==> src/rtl/cc_ser_pkg.sv <==
package cc_ser_pkg;

   localparam int F1_LINE_525 = 21;
   localparam int F1_LINE_625 = 22;
   localparam int F2_LINE_525 = 284;
   localparam int F2_LINE_625 = 335;
   localparam int START_BITS  = 3;

   function automatic logic is_caption_line(input logic [31:0] ln,
                                            input logic        fld2,
                                            input logic        s625);
      logic [31:0] want;
      if (!fld2) want = s625 ? F1_LINE_625 : F1_LINE_525;
      else       want = s625 ? F2_LINE_625 : F2_LINE_525;
      return ln == want;
   endfunction

endpackage

==> src/rtl/cc_line_gate.sv <==
module cc_line_gate #(
   parameter int LINE_W = 10
) (
   input  logic              clk,
   input  logic              rst_n,
   input  logic              line_start,
   input  logic [LINE_W-1:0] line_num,
   input  logic              field2,
   input  logic              std_625,
   input  logic              fire,
   output logic              armed
);
   import cc_ser_pkg::*;

   logic hit;

   always_comb hit = is_caption_line({{(32-LINE_W){1'b0}}, line_num}, field2, std_625);

   always_ff @(posedge clk or negedge rst_n) begin
      if (!rst_n)          armed <= 1'b0;
      else if (line_start) armed <= hit;
      else if (fire)       armed <= 1'b0;
   end
endmodule

==> src/rtl/cc_frame_latch.sv <==
module cc_frame_latch #(
   parameter int BYTE_W       = 8,
   parameter int PER_W        = 8,
   parameter int BIT_CLKS_DEF = 27
) (
   input  logic              clk,
   input  logic              rst_n,
   input  logic              line_start,
   input  logic              field2,
   input  logic [PER_W-1:0]  bit_clks,
   input  logic [BYTE_W-1:0] f1_byte_a,
   input  logic [BYTE_W-1:0] f1_byte_b,
   input  logic [BYTE_W-1:0] f2_byte_a,
   input  logic [BYTE_W-1:0] f2_byte_b,
   input  logic              shift_en,
   output logic              data_bit,
   output logic [PER_W-1:0]  period
);
   localparam int PAIR_W = 2 * BYTE_W;
   localparam logic [PER_W-1:0] DEF_P = PER_W'(BIT_CLKS_DEF);

   logic [PAIR_W-1:0] shreg;
   logic [PAIR_W-1:0] pick;

   always_comb pick = field2 ? {f2_byte_b, f2_byte_a} : {f1_byte_b, f1_byte_a};

   always_ff @(posedge clk or negedge rst_n) begin
      if (!rst_n) begin
         shreg  <= '0;
         period <= DEF_P;
      end else if (line_start) begin
         shreg  <= pick;
         period <= (bit_clks == '0) ? DEF_P : bit_clks;
      end else if (shift_en) begin
         shreg  <= {1'b0, shreg[PAIR_W-1:1]};
      end
   end

   assign data_bit = shreg[0];
endmodule

==> src/rtl/cc_bit_timer.sv <==
module cc_bit_timer #(
   parameter int PER_W     = 8,
   parameter int PIX_W     = 11,
   parameter int NSLOT     = 26,
   parameter int SLOT_W    = 5,
   parameter int START_PIX = 120
) (
   input  logic              clk,
   input  logic              rst_n,
   input  logic              line_start,
   input  logic              armed,
   input  logic [PIX_W-1:0]  pix_cnt,
   input  logic [PER_W-1:0]  period,
   output logic              fire,
   output logic              sending,
   output logic              bit_end,
   output logic [SLOT_W-1:0] slot,
   output logic [PER_W-1:0]  cnt
);
   localparam logic [SLOT_W-1:0] LAST = SLOT_W'(NSLOT - 1);
   localparam logic [PIX_W-1:0]  SPIX = PIX_W'(START_PIX);

   assign fire    = armed && !sending && (pix_cnt == SPIX);
   assign bit_end = sending && (cnt == period - 1'b1);

   always_ff @(posedge clk or negedge rst_n) begin
      if (!rst_n) begin
         sending <= 1'b0;
         slot    <= '0;
         cnt     <= '0;
      end else if (line_start) begin
         sending <= 1'b0;
         slot    <= '0;
         cnt     <= '0;
      end else if (fire) begin
         sending <= 1'b1;
         slot    <= '0;
         cnt     <= '0;
      end else if (bit_end) begin
         cnt <= '0;
         if (slot == LAST) begin
            sending <= 1'b0;
            slot    <= '0;
         end else begin
            slot <= slot + 1'b1;
         end
      end else if (sending) begin
         cnt <= cnt + 1'b1;
      end
   end
endmodule

==> src/rtl/cc_level_gen.sv <==
module cc_level_gen #(
   parameter int PER_W     = 8,
   parameter int SLOT_W    = 5,
   parameter int RUNIN_CYC = 7,
   parameter bit OUT_REG   = 1'b1
) (
   input  logic              clk,
   input  logic              rst_n,
   input  logic              sending,
   input  logic [SLOT_W-1:0] slot,
   input  logic [PER_W-1:0]  cnt,
   input  logic [PER_W-1:0]  period,
   input  logic              data_bit,
   output logic              cc_level,
   output logic              cc_valid
);
   localparam logic [SLOT_W-1:0] S_ZERO_END = SLOT_W'(RUNIN_CYC + 2);
   localparam logic [SLOT_W-1:0] S_ONE      = SLOT_W'(RUNIN_CYC + 2);
   localparam logic [SLOT_W-1:0] S_RUN_END  = SLOT_W'(RUNIN_CYC);

   logic lvl_c;

   always_comb begin
      lvl_c = 1'b0;
      if (sending) begin
         if (slot < S_RUN_END)       lvl_c = (cnt < (period >> 1));
         else if (slot < S_ZERO_END) lvl_c = 1'b0;
         else if (slot == S_ONE)     lvl_c = 1'b1;
         else                        lvl_c = data_bit;
      end
   end

   generate
      if (OUT_REG) begin : g_reg
         always_ff @(posedge clk or negedge rst_n) begin
            if (!rst_n) begin
               cc_level <= 1'b0;
               cc_valid <= 1'b0;
            end else begin
               cc_level <= lvl_c;
               cc_valid <= sending;
            end
         end
      end else begin : g_comb
         assign cc_level = lvl_c;
         assign cc_valid = sending;
      end
   endgenerate
endmodule

==> src/rtl/cc_line_serializer.sv <==
module cc_line_serializer #(
   parameter int LINE_W       = 10,
   parameter int PIX_W        = 11,
   parameter int PER_W        = 8,
   parameter int BYTE_W       = 8,
   parameter int RUNIN_CYC    = 7,
   parameter int BIT_CLKS_DEF = 27,
   parameter int START_PIX    = 120,
   parameter bit OUT_REG      = 1'b1
) (
   input  logic              clk,
   input  logic              rst_n,
   input  logic              line_start,
   input  logic [LINE_W-1:0] line_num,
   input  logic              field2,
   input  logic              std_625,
   input  logic [PIX_W-1:0]  pix_cnt,
   input  logic [PER_W-1:0]  bit_clks,
   input  logic [BYTE_W-1:0] f1_byte_a,
   input  logic [BYTE_W-1:0] f1_byte_b,
   input  logic [BYTE_W-1:0] f2_byte_a,
   input  logic [BYTE_W-1:0] f2_byte_b,
   output logic              cc_level,
   output logic              cc_valid
);
   localparam int NSLOT     = RUNIN_CYC + cc_ser_pkg::START_BITS + 2 * BYTE_W;
   localparam int SLOT_W    = $clog2(NSLOT);
   localparam int DATA_SLOT = RUNIN_CYC + cc_ser_pkg::START_BITS;

   generate
      if (LINE_W < 9 || LINE_W > 31)
         $error("LINE_W must hold line 335");
      if (BIT_CLKS_DEF < 2 || BIT_CLKS_DEF >= (1 << PER_W))
         $error("BIT_CLKS_DEF out of range for PER_W");
      if (START_PIX < 0 || START_PIX >= (1 << PIX_W))
         $error("START_PIX out of range for PIX_W");
      if (RUNIN_CYC < 1)
         $error("RUNIN_CYC must be positive");
   endgenerate

   logic              armed, fire, sending, bit_end, data_bit, shift_en;
   logic [SLOT_W-1:0] slot;
   logic [PER_W-1:0]  cnt, period;

   assign shift_en = bit_end && (slot >= SLOT_W'(DATA_SLOT));

   cc_line_gate #(.LINE_W(LINE_W)) u_gate (
      .clk(clk), .rst_n(rst_n), .line_start(line_start), .line_num(line_num),
      .field2(field2), .std_625(std_625), .fire(fire), .armed(armed));

   cc_frame_latch #(.BYTE_W(BYTE_W), .PER_W(PER_W), .BIT_CLKS_DEF(BIT_CLKS_DEF)) u_latch (
      .clk(clk), .rst_n(rst_n), .line_start(line_start), .field2(field2),
      .bit_clks(bit_clks), .f1_byte_a(f1_byte_a), .f1_byte_b(f1_byte_b),
      .f2_byte_a(f2_byte_a), .f2_byte_b(f2_byte_b), .shift_en(shift_en),
      .data_bit(data_bit), .period(period));

   cc_bit_timer #(.PER_W(PER_W), .PIX_W(PIX_W), .NSLOT(NSLOT), .SLOT_W(SLOT_W),
                  .START_PIX(START_PIX)) u_timer (
      .clk(clk), .rst_n(rst_n), .line_start(line_start), .armed(armed),
      .pix_cnt(pix_cnt), .period(period), .fire(fire), .sending(sending),
      .bit_end(bit_end), .slot(slot), .cnt(cnt));

   cc_level_gen #(.PER_W(PER_W), .SLOT_W(SLOT_W), .RUNIN_CYC(RUNIN_CYC),
                  .OUT_REG(OUT_REG)) u_level (
      .clk(clk), .rst_n(rst_n), .sending(sending), .slot(slot), .cnt(cnt),
      .period(period), .data_bit(data_bit), .cc_level(cc_level), .cc_valid(cc_valid));
endmodule

==> config.mk <==
export PLATFORM = sky130hd
export DESIGN_NAME = cc_line_serializer
export DESIGN_NICKNAME = d
export VERILOG_FILES = /design/src/rtl/cc_ser_pkg.sv /design/src/rtl/cc_line_gate.sv /design/src/rtl/cc_frame_latch.sv /design/src/rtl/cc_bit_timer.sv /design/src/rtl/cc_level_gen.sv /design/src/rtl/cc_line_serializer.sv
export SDC_FILE = /design/constraint.sdc
export NUM_CORES = 1
export LEC_CHECK = 0
export BUFFER_PORTS_ARGS = -buffer_cell sky130_fd_sc_hd__buf_2
export CORE_MARGIN = 1.5
export CORE_UTILIZATION = 35
export CTS_CLUSTER_SIZE = 25
export DETAILED_ROUTE_END_ITERATION = 16
export HOLD_SLACK_MARGIN = 0.12
export PLACE_DENSITY = 0.55
export SETUP_SLACK_MARGIN = 0.3
export SLEW_MARGIN = 10
export SYNTH_ARGS = -nofsm -noshare
export SYNTH_HDL_FRONTEND = slang
export SYNTH_HIERARCHICAL = 1
export SYNTH_SLANG_ARGS = --single-unit
==> constraint.sdc <==
create_clock -name clk -period 3.8 [get_ports clk]
set_input_delay 0.38 -clock clk [delete_from_list [all_inputs] [get_ports clk]]
set_output_delay 0.38 -clock clk [all_outputs]
set_load 0.005 [all_outputs]
=== Word-level counts from Yosys, hierarchy flattened ===
Cells that the tools add are included.

* Reduce and logical (&&, ||, !) cells: 12
* Equality and inequality tests: 5
* Add/sub/neg operators: 3
* Muxes and demuxes: 25
* Order comparisons: 4

{| class="wikitable"
|+ Operators with widths
! kind !! count
|-
| 16-bit 2-to-1 mux || 3
|-
| 8-bit 2-to-1 mux || 5
|-
| 10-bit by 32-bit equality test with 1-bit output || 1
|-
| 32-bit 2-to-1 mux || 1
|-
| 5-bit 2-to-1 mux || 4
|-
| 11-bit by 7-bit equality test with 1-bit output, second input constant || 1
|-
| 1-bit 2-to-1 mux || 10
|-
| 8-bit by 1-bit adder with 8-bit output, second input constant || 1
|-
| 8-bit equality test || 1
|-
| 8-bit logical NOT || 1
|-
| 8-bit by 7-bit less-than comparator with 1-bit output || 1
|-
| 8-bit by 1-bit subtractor with 8-bit output, second input constant || 1
|-
| 7-bit 2-to-1 mux || 1
|-
| 3-bit nonzero test || 2
|-
| 5-bit by 1-bit adder with 5-bit output, second input constant || 1
|-
| 5-bit by 4-bit equality test with 1-bit output, second input constant || 1
|-
| 5-bit equality test, second input constant || 1
|-
| 5-bit by 4-bit greater-or-equal comparator with 1-bit output, second input constant || 1
|-
| 5-bit by 3-bit less-than comparator with 1-bit output, second input constant || 1
|-
| 5-bit by 4-bit less-than comparator with 1-bit output, second input constant || 1
|-
| 1-bit logical AND || 4
|-
| 2-bit nonzero test || 2
|-
| 4-bit nonzero test || 1
|-
| 2-bit 2-to-1 mux || 1
|-
| other kinds (2) || 2
|}

* Output and inout bits: 2
* Register bits after elaboration: 41
* Logic and storage cells: 57

=== Longest topological paths before layout ===
Gate-level depths: netlist (run 1).

* Depth in word-level cells: 6
* Gate-level depth with buffers: 14
* Gate-level depth less buffers: 11

=== Cells and area by module ===
The synthesis (run 1) kept the hierarchy.

{| class="wikitable"
|+ By module, submodules not included
! module !! area each (um2) !! cells each !! instances !! sequential area each (um2)
|-
| cc_frame_latch || 1,293.7 || 119 || 1 || 605.6
|-
| cc_bit_timer || 1,074.8 || 117 || 1 || 350.3
|-
| cc_level_gen || 249.0 || 30 || 1 || 50.0
|-
| cc_line_gate || 137.6 || 15 || 1 || 25.0
|-
| cc_line_serializer || 18.8 || 3 || 1 || 0.0
|}

=== Worst setup path after synthesis (run 1) ===
OpenSTA, ideal clock, no wires.

* Path type: register -> register
* Start point: register u_latch.period[0]
* End point: register u_latch.shreg[10]
* Setup time: 0.127 ns
* Data arrival time: 2.791 ns
* Path slack: 0.882 ns
* Path buffers: 3
* Cell stages (with the launch flop): 15
* Cell sequence: dfstp_2 inv_1 ha_1 buf_6 nor2b_1 or3_1 a31o_2 a211oi_2 buf_6 o21ai_1 nor2_1 buf_2 nor2b_1 a211oi_1 a21oi_1

* Longest elaborated chain between the ends: 5

{| class="wikitable"
|+ Ends and longest elaborated chain
! element !! RTL line !! RTL
|-
| from (decl) || cc_frame_latch.sv:17 || <nowiki>output logic [PER_W-1:0] period</nowiki>
|-
| from (signal assigned) || cc_frame_latch.sv:33 || <nowiki>period <= (bit_clks == '0) ? DEF_P : bit_clks;</nowiki>
|-
| 8-bit by 1-bit subtractor with 8-bit output || cc_bit_timer.sv:24 || <nowiki>assign bit_end = sending && (cnt == period - 1'b1);</nowiki>
|-
| 8-bit equality test || cc_bit_timer.sv:24 ||
|-
| 1-bit logical AND || cc_bit_timer.sv:24 ||
|-
| named net bit_end || cc_line_serializer.sv:41 || <nowiki>logic armed, fire, sending, bit_end, data_bit, shift_en;</nowiki>
|-
| 1-bit logical AND || cc_line_serializer.sv:45 || <nowiki>assign shift_en = bit_end && (slot >= SLOT_W'(DATA_SLOT));</nowiki>
|-
| named net shift_en || cc_line_serializer.sv:41 ||
|-
| 2-bit nonzero test (no line) || - ||
|-
| to (signal assigned) || cc_frame_latch.sv:32 || <nowiki>shreg <= pick;</nowiki>
|-
| to (signal assigned) || cc_frame_latch.sv:35 || <nowiki>shreg <= {1'b0, shreg[PAIR_W-1:1]};</nowiki>
|-
| to (decl) || cc_frame_latch.sv:22 || <nowiki>logic [PAIR_W-1:0] shreg;</nowiki>
|}

The timed path passes the listed nets, and every way through them passes these cells.
A chain may end at the register's enable or synchronous reset.

=== Worst setup path in the final report (run 1) ===
* Start point: register u_latch.period[0]
* End point: register u_latch.shreg[14]

The elaborated chain is that of the path after synthesis.

==> out/metrics.cfg, run 1 <==
[timing]
period_share_pct=82.0
max_freq_mhz=321
tns_ps=0
min_period_ps=3120
worstMarginPinSlew_ps=904
finClkSkew_ps=2.08
setup_violations=0
relSlewSlack_pct=39.8
rsz0062_at_grt=false
hold_viol_final=0
slew_viol_final=0

[floorplanning]
fp.dieArea_sq_um=8470
core_area_sq_um=7690
initial_core_util_pct=36.1
die_h_um=92.0
ios=68
rows=32
die_w_um=92.0

[logic_synthesis]
ys_ff_latch=41
syn-instance-count=284
synthTopCellsByArea=dfrtp_1 33%, mux2i_1 6.5%, ha_1 5.4%
async_flop_share_pct=100
synth_ff_type=dfrtp_1
synthesis.area_sq_um=2770
synth_edf_count=0
synth_nets=362
ys_types=52
synth.avg_cell_area_sq_um=9.77
netlist.area_leader.share_pct=33.4
yosysMostFrequentCell=dfrtp_1
synth_warnings=6
synth_top_cell_by_area=dfrtp_1
synthTopCellsByCount=37 x dfrtp_1, 26 x a21oi_1, 25 x nor2_1
ys_seq_area_share_pct=37.2

[pwr]
leakage_nw=1.51
p_per_area_nw_per_um2=325
ir_drop_mv=0.130

[detailed_routing]
ant_nets=0
routed_wl_um=5590
via_per_inst=4.97
wl_per_cell_um=12.4
dr.pass1.iters=4
num_vias=2237
drt_iter0_drc=99
drc=0

[clock_network]
hold_buffers=0
post_cts_resized=0
tritoncts=done
clkTransAtPathRegs_ps=80
post_cts_buffers=0
clk_path_buf_depth=2
cts_root_buffer=clkbuf_8
insertion_delay_ps=290
htree_levels=2
cts-buffers-inserted=5
clock-sinks=41

[cells_and_area]
diodes=0
area_growth_pct=18.4
drive_gt1_share_pct=29.0
layout.nets=425
fin_cells=450

[setup_path]
path_class=reg2reg
slowest_delay_ps=600
start_kind=flip-flop
cpMaxStageDelayCell=dfstp_2
cp_top_family=compound AO/OA/AOI/OAI gates
cp.required_ps=3950
end_kind=flip-flop
cp_data_arrival_time_ps=3270
path_max_fanout=31
path_buf_inv=3
cp_cell_sequence=inv_1 > ha_1 > nor2b_1 > or3_1 > a31o_2 > a211oi_2 > buf_4 > o21ai_1 > nor2_2 > buf_4 > nor2b_1 > a211oi_1 > a21oi_1

[placement]
hpwl_um=4060
dp_cells=442
io_buffers=67
gp_congestion=0.826

[global_routing]
grt_usage_pct=14.1
grt_pass1_vias=2165
grt_max_degree=51
antenna_found_initial=0
grt_overflow=0
grt_pass1_wl_um=9850

[flow_run]
drv_cap=0

[run_status]
status=completed

[hold_path]
hold_class=in2async

metal layers:
layer	vias up	share of wire, %	GRT usage (%)
li1	1157	-	-
met1	1014	52	19.9
met2	59	43	22.0
met3	7	4.1	3.15
met4	0	0.77	3.46
met5	-	0	0
worst reg2reg max path, delay by kind of cell (launching register included):
| kind | cells | cell delay (ps) |
|---|---|---|
| compound gates | 5 | 820 |
| flops | 1 | 600 |
| fa+ha+maj | 1 | 290 |
| simple gates | 4 | 710 |
| buf+inv | 3 | 560 |
cell type report:
type / instances / area [sq um]
Fill cell: 794 / 4400
Multi-Input combinational cell: 219 / 1600
Sequential cell: 41 / 1030
Timing Repair Buffer: 70 / 358
Tap cell: 102 / 128
Clock buffer: 5 / 68.8
Clock inverter: 3 / 65.1
Inverter: 10 / 37.5
sequential cells by signal (all words and copies together), names as in the netlist:
name and count:
u_gate/armed 1, u_level/cc_level 1, u_timer/sending 1, u_latch/period 8
u_level/cc_valid 1, u_timer/cnt 8, u_timer/slot 5, u_latch/shreg 16
cell usage in the layout (no fill, tap or decap), types with 3 or more instances in the layout:
cell / n
dfstp_2: 4
buf_4: 3
nand2_1: 10
and3_1: 5
dfrtp_1: 37
xor2_1: 9
buf_2: 67
nor3b_1: 4
nor3_1: 9
mux2_2: 6
a211oi_1: 15
clkbuf_8: 5
o2111ai_1: 3
inv_1: 10
xnor2_1: 9
nor2_1: 24
ha_1: 12
o21ai_0: 4
nor2b_1: 18
or3_1: 3
mux2i_1: 18
nand2b_1: 4
nand4_1: 4
a21oi_1: 26
logic make-up (layout without fill, tap and decap cells):
kind of cell | Yosys count | count (layout) | share of synthesized area, %
AND/OR/NAND/NOR | 94 | 94 | 20.1
AO/OA/AOI/OAI | 71 | 71 | 17.4
flip-flops | 41 | 41 | 37.2
multiplexers | 24 | 24 | 8.93
buffers and inverters | 24 | 88 | 5.32
XOR/XNOR | 18 | 18 | 5.68
adder cells (fa/ha/maj) | 12 | 12 | 5.41
final timing paths:
path	startpoint	to	slack, ps	depth (start not counted)
min in group clk	bit_clks[5]	u_latch/period[5]	370	2
worst max-delay path	u_latch/period[0]	u_latch/shreg[14]	680	13
worst max register to register	u_latch/period[0]	u_latch/shreg[14]	680	13
max in group asynchronous	rst_n	u_latch/shreg[1]	3020	1
worst min register to register	u_gate/armed	u_gate/armed	490	2
worst min-delay path	rst_n	u_timer/cnt[4]	200	1
report_power, final:
part	switching (mW)	total, mW	internal [mW]
sequential	0.0257	0.491	0.465
clock	0.154	0.415	0.261
combinational	0.0782	0.161	0.0833
total	0.258	1.07	0.810
per-stage QoR:
stage          power (mW)  utilization (%)  instance area, sq um  hold slack, ps  worst slack, ps
4_1_cts              1.08             42.7                  3290             261              668
6_report             1.07             42.7                  3290             205              684
5_1_grt              1.13             42.7                  3290             308              430
3_5_place_dp        0.662             41.0                  3150             478              700
2_1_floorplan       0.598                -                  2770            84.4              882
3_3_place_gp        0.659             41.0                  3150             466              780
No activity file was read; power rests on OpenSTA's default activity.
==> inputs of run 2 (changes only) <==
Clock period 3.8 ns to 2.95 ns, I/O delays scaled along.
==> out/metrics.cfg, run 2 (synthesis results as in run 1) <==
[run_status]
status=completed

[cells_and_area]
reg_top3=u_latch/shreg: 16 flops, u_latch/period: 8 flops, u_timer/cnt: 8 flops
layout.nets=429
fillCellCount=775
mostFrequentLayoutCells=67 x buf_2, 37 x dfrtp_1, 26 x a21oi_1, 24 x nor2_1
drive_gt1_share_pct=31.0
final_common_cell=buf_2
largest_reg_flops=16
fin_area_sq_um=3340
area_growth_pct=20.3
diodes=0
regMostFlops=u_latch/shreg

[hold_path]
hold_class=in2async

[detailed_routing]
via_per_inst=5.05
drc=0
ant_nets=0
routed_wl_um=6090
dr.pass1.iters=4
num_vias=2291
wl_per_cell_um=13.4
drt_iter0_drc=61

[timing]
finalWorstSetupSlack_ps=370
relSlewSlack_pct=38.3
max_freq_mhz=388
tns_ps=0
hold_viol_final=0
worstMarginPinSlew_ps=925
holdWs_ps=139
finClkSkew_ps=5.16
slew_viol_final=0
min_period_ps=2580
setup_violations=0
rsz0062_at_grt=true
period_share_pct=87.4

[global_routing]
grt_pass1_wl_um=10600
grt_overflow=0
grt_usage_pct=15.3
grt_pass1_vias=2263
grt_max_degree=50
antenna_found_initial=0

[placement]
io_buffers=67
place_area_sq_um=3170
pre_cts_slack_ps=281
hpwl_um=4320
gp_congestion=0.871

[pwr]
leakage_nw=1.51
p_per_area_nw_per_um2=363
total_power_mw=1.21
ir_drop_mv=0.162

[floorplanning]
fp.dieArea_sq_um=8470
initial_core_util_pct=36.1
core_area_sq_um=7690
die_w_um=92.0
rows=32
ios=68
die_h_um=92.0

[setup_path]
path_class=reg2reg
cp.required_ps=3100
reg2reg_depth=12
rrSetupSlack_ps=370
r2r-end=u_latch/shreg[1]
start_kind=flip-flop
end_kind=flip-flop
r2r-start=u_latch/period[1]
cp_data_arrival_time_ps=2730
path_max_fanout=16

[clock_network]
insertion_delay_ps=290
hold_buffers=0
clk_path_buf_depth=2
cts_root_buffer=clkbuf_8
clkTransAtPathRegs_ps=80
clock-sinks=41
htree_levels=2
tritoncts=done
cts-buffers-inserted=5

[flow_run]
drv_cap=0

## run 2: changes by cell type in the layout (fill, tap and decap cells not counted), sizes merged
cell    before  now
buf         70   74
clkbuf       5    8
bufinv       2    0
clkinv       1    0
## run 2: per-layer routing
layer	vias up	global-route usage, %	wire length, um
li1	1169	-	-
met1	1057	21.0	2900
met2	60	24.8	2890
met3	5	2.82	250
met4	0	4.10	48
met5	-	0	0
## run 2: layout make-up
cell class / instances / area (sq um) / share of cell area [%]
multi-input combinational: 219 / 1640 / 49.1
sequential: 41 / 1030 / 30.9
timing repair buffer: 74 / 420 / 12.6
tap: 102 / 128 / 3.83
clock buffer: 8 / 80.1 / 2.40
inverter: 10 / 37.5 / 1.13
## run 2: how the worst max path moves through the flow
stage	from	to	slack (ps)	cells after the start
floorplan	u_latch/period[0]	u_latch/shreg[12]	320	14
global placement	u_latch/period[0]	u_latch/shreg[1]	380	12
detailed placement	u_latch/period[0]	u_latch/shreg[1]	280	12
CTS	u_latch/period[0]	u_latch/shreg[0]	310	12
global route	u_latch/period[1]	u_latch/shreg[4]	250	12
finish	u_latch/period[1]	u_latch/shreg[1]	370	12
## run 2: power breakdown
part	leakage (nW)	internal [mW]	switching, mW
combinational	0.969	0.114	0.109
clock	0.0395	0.168	0.187
sequential	0.506	0.600	0.0333
## run 2: through the flow
stage / util [%] / std cells
after CTS: 42.8 / 451
after global routing: 43.4 / 454
after detailed placement: 41.2 / 442
final: 43.4 / 454
after global placement: 41.2 / 442
after floorplan: - / 284
## run 2: critical path: stages, from the launching register on
cell	delay, ps
dfstp_2	570
inv_1	70
ha_4	190
nor2b_1	120
or3_1	310
a31o_2	210
a211oi_2	250
o21ai_2	110
nor2_4	120
buf_12	150
nor2b_1	50
a211oi_1	220
a21oi_1	70
## run 2: repair_timing
item,CTS,global route
cloned,1,0
resized for setup,1,6
endpoints found under the setup margin,2,15
pin swaps,0,3
buffers inserted,0,3
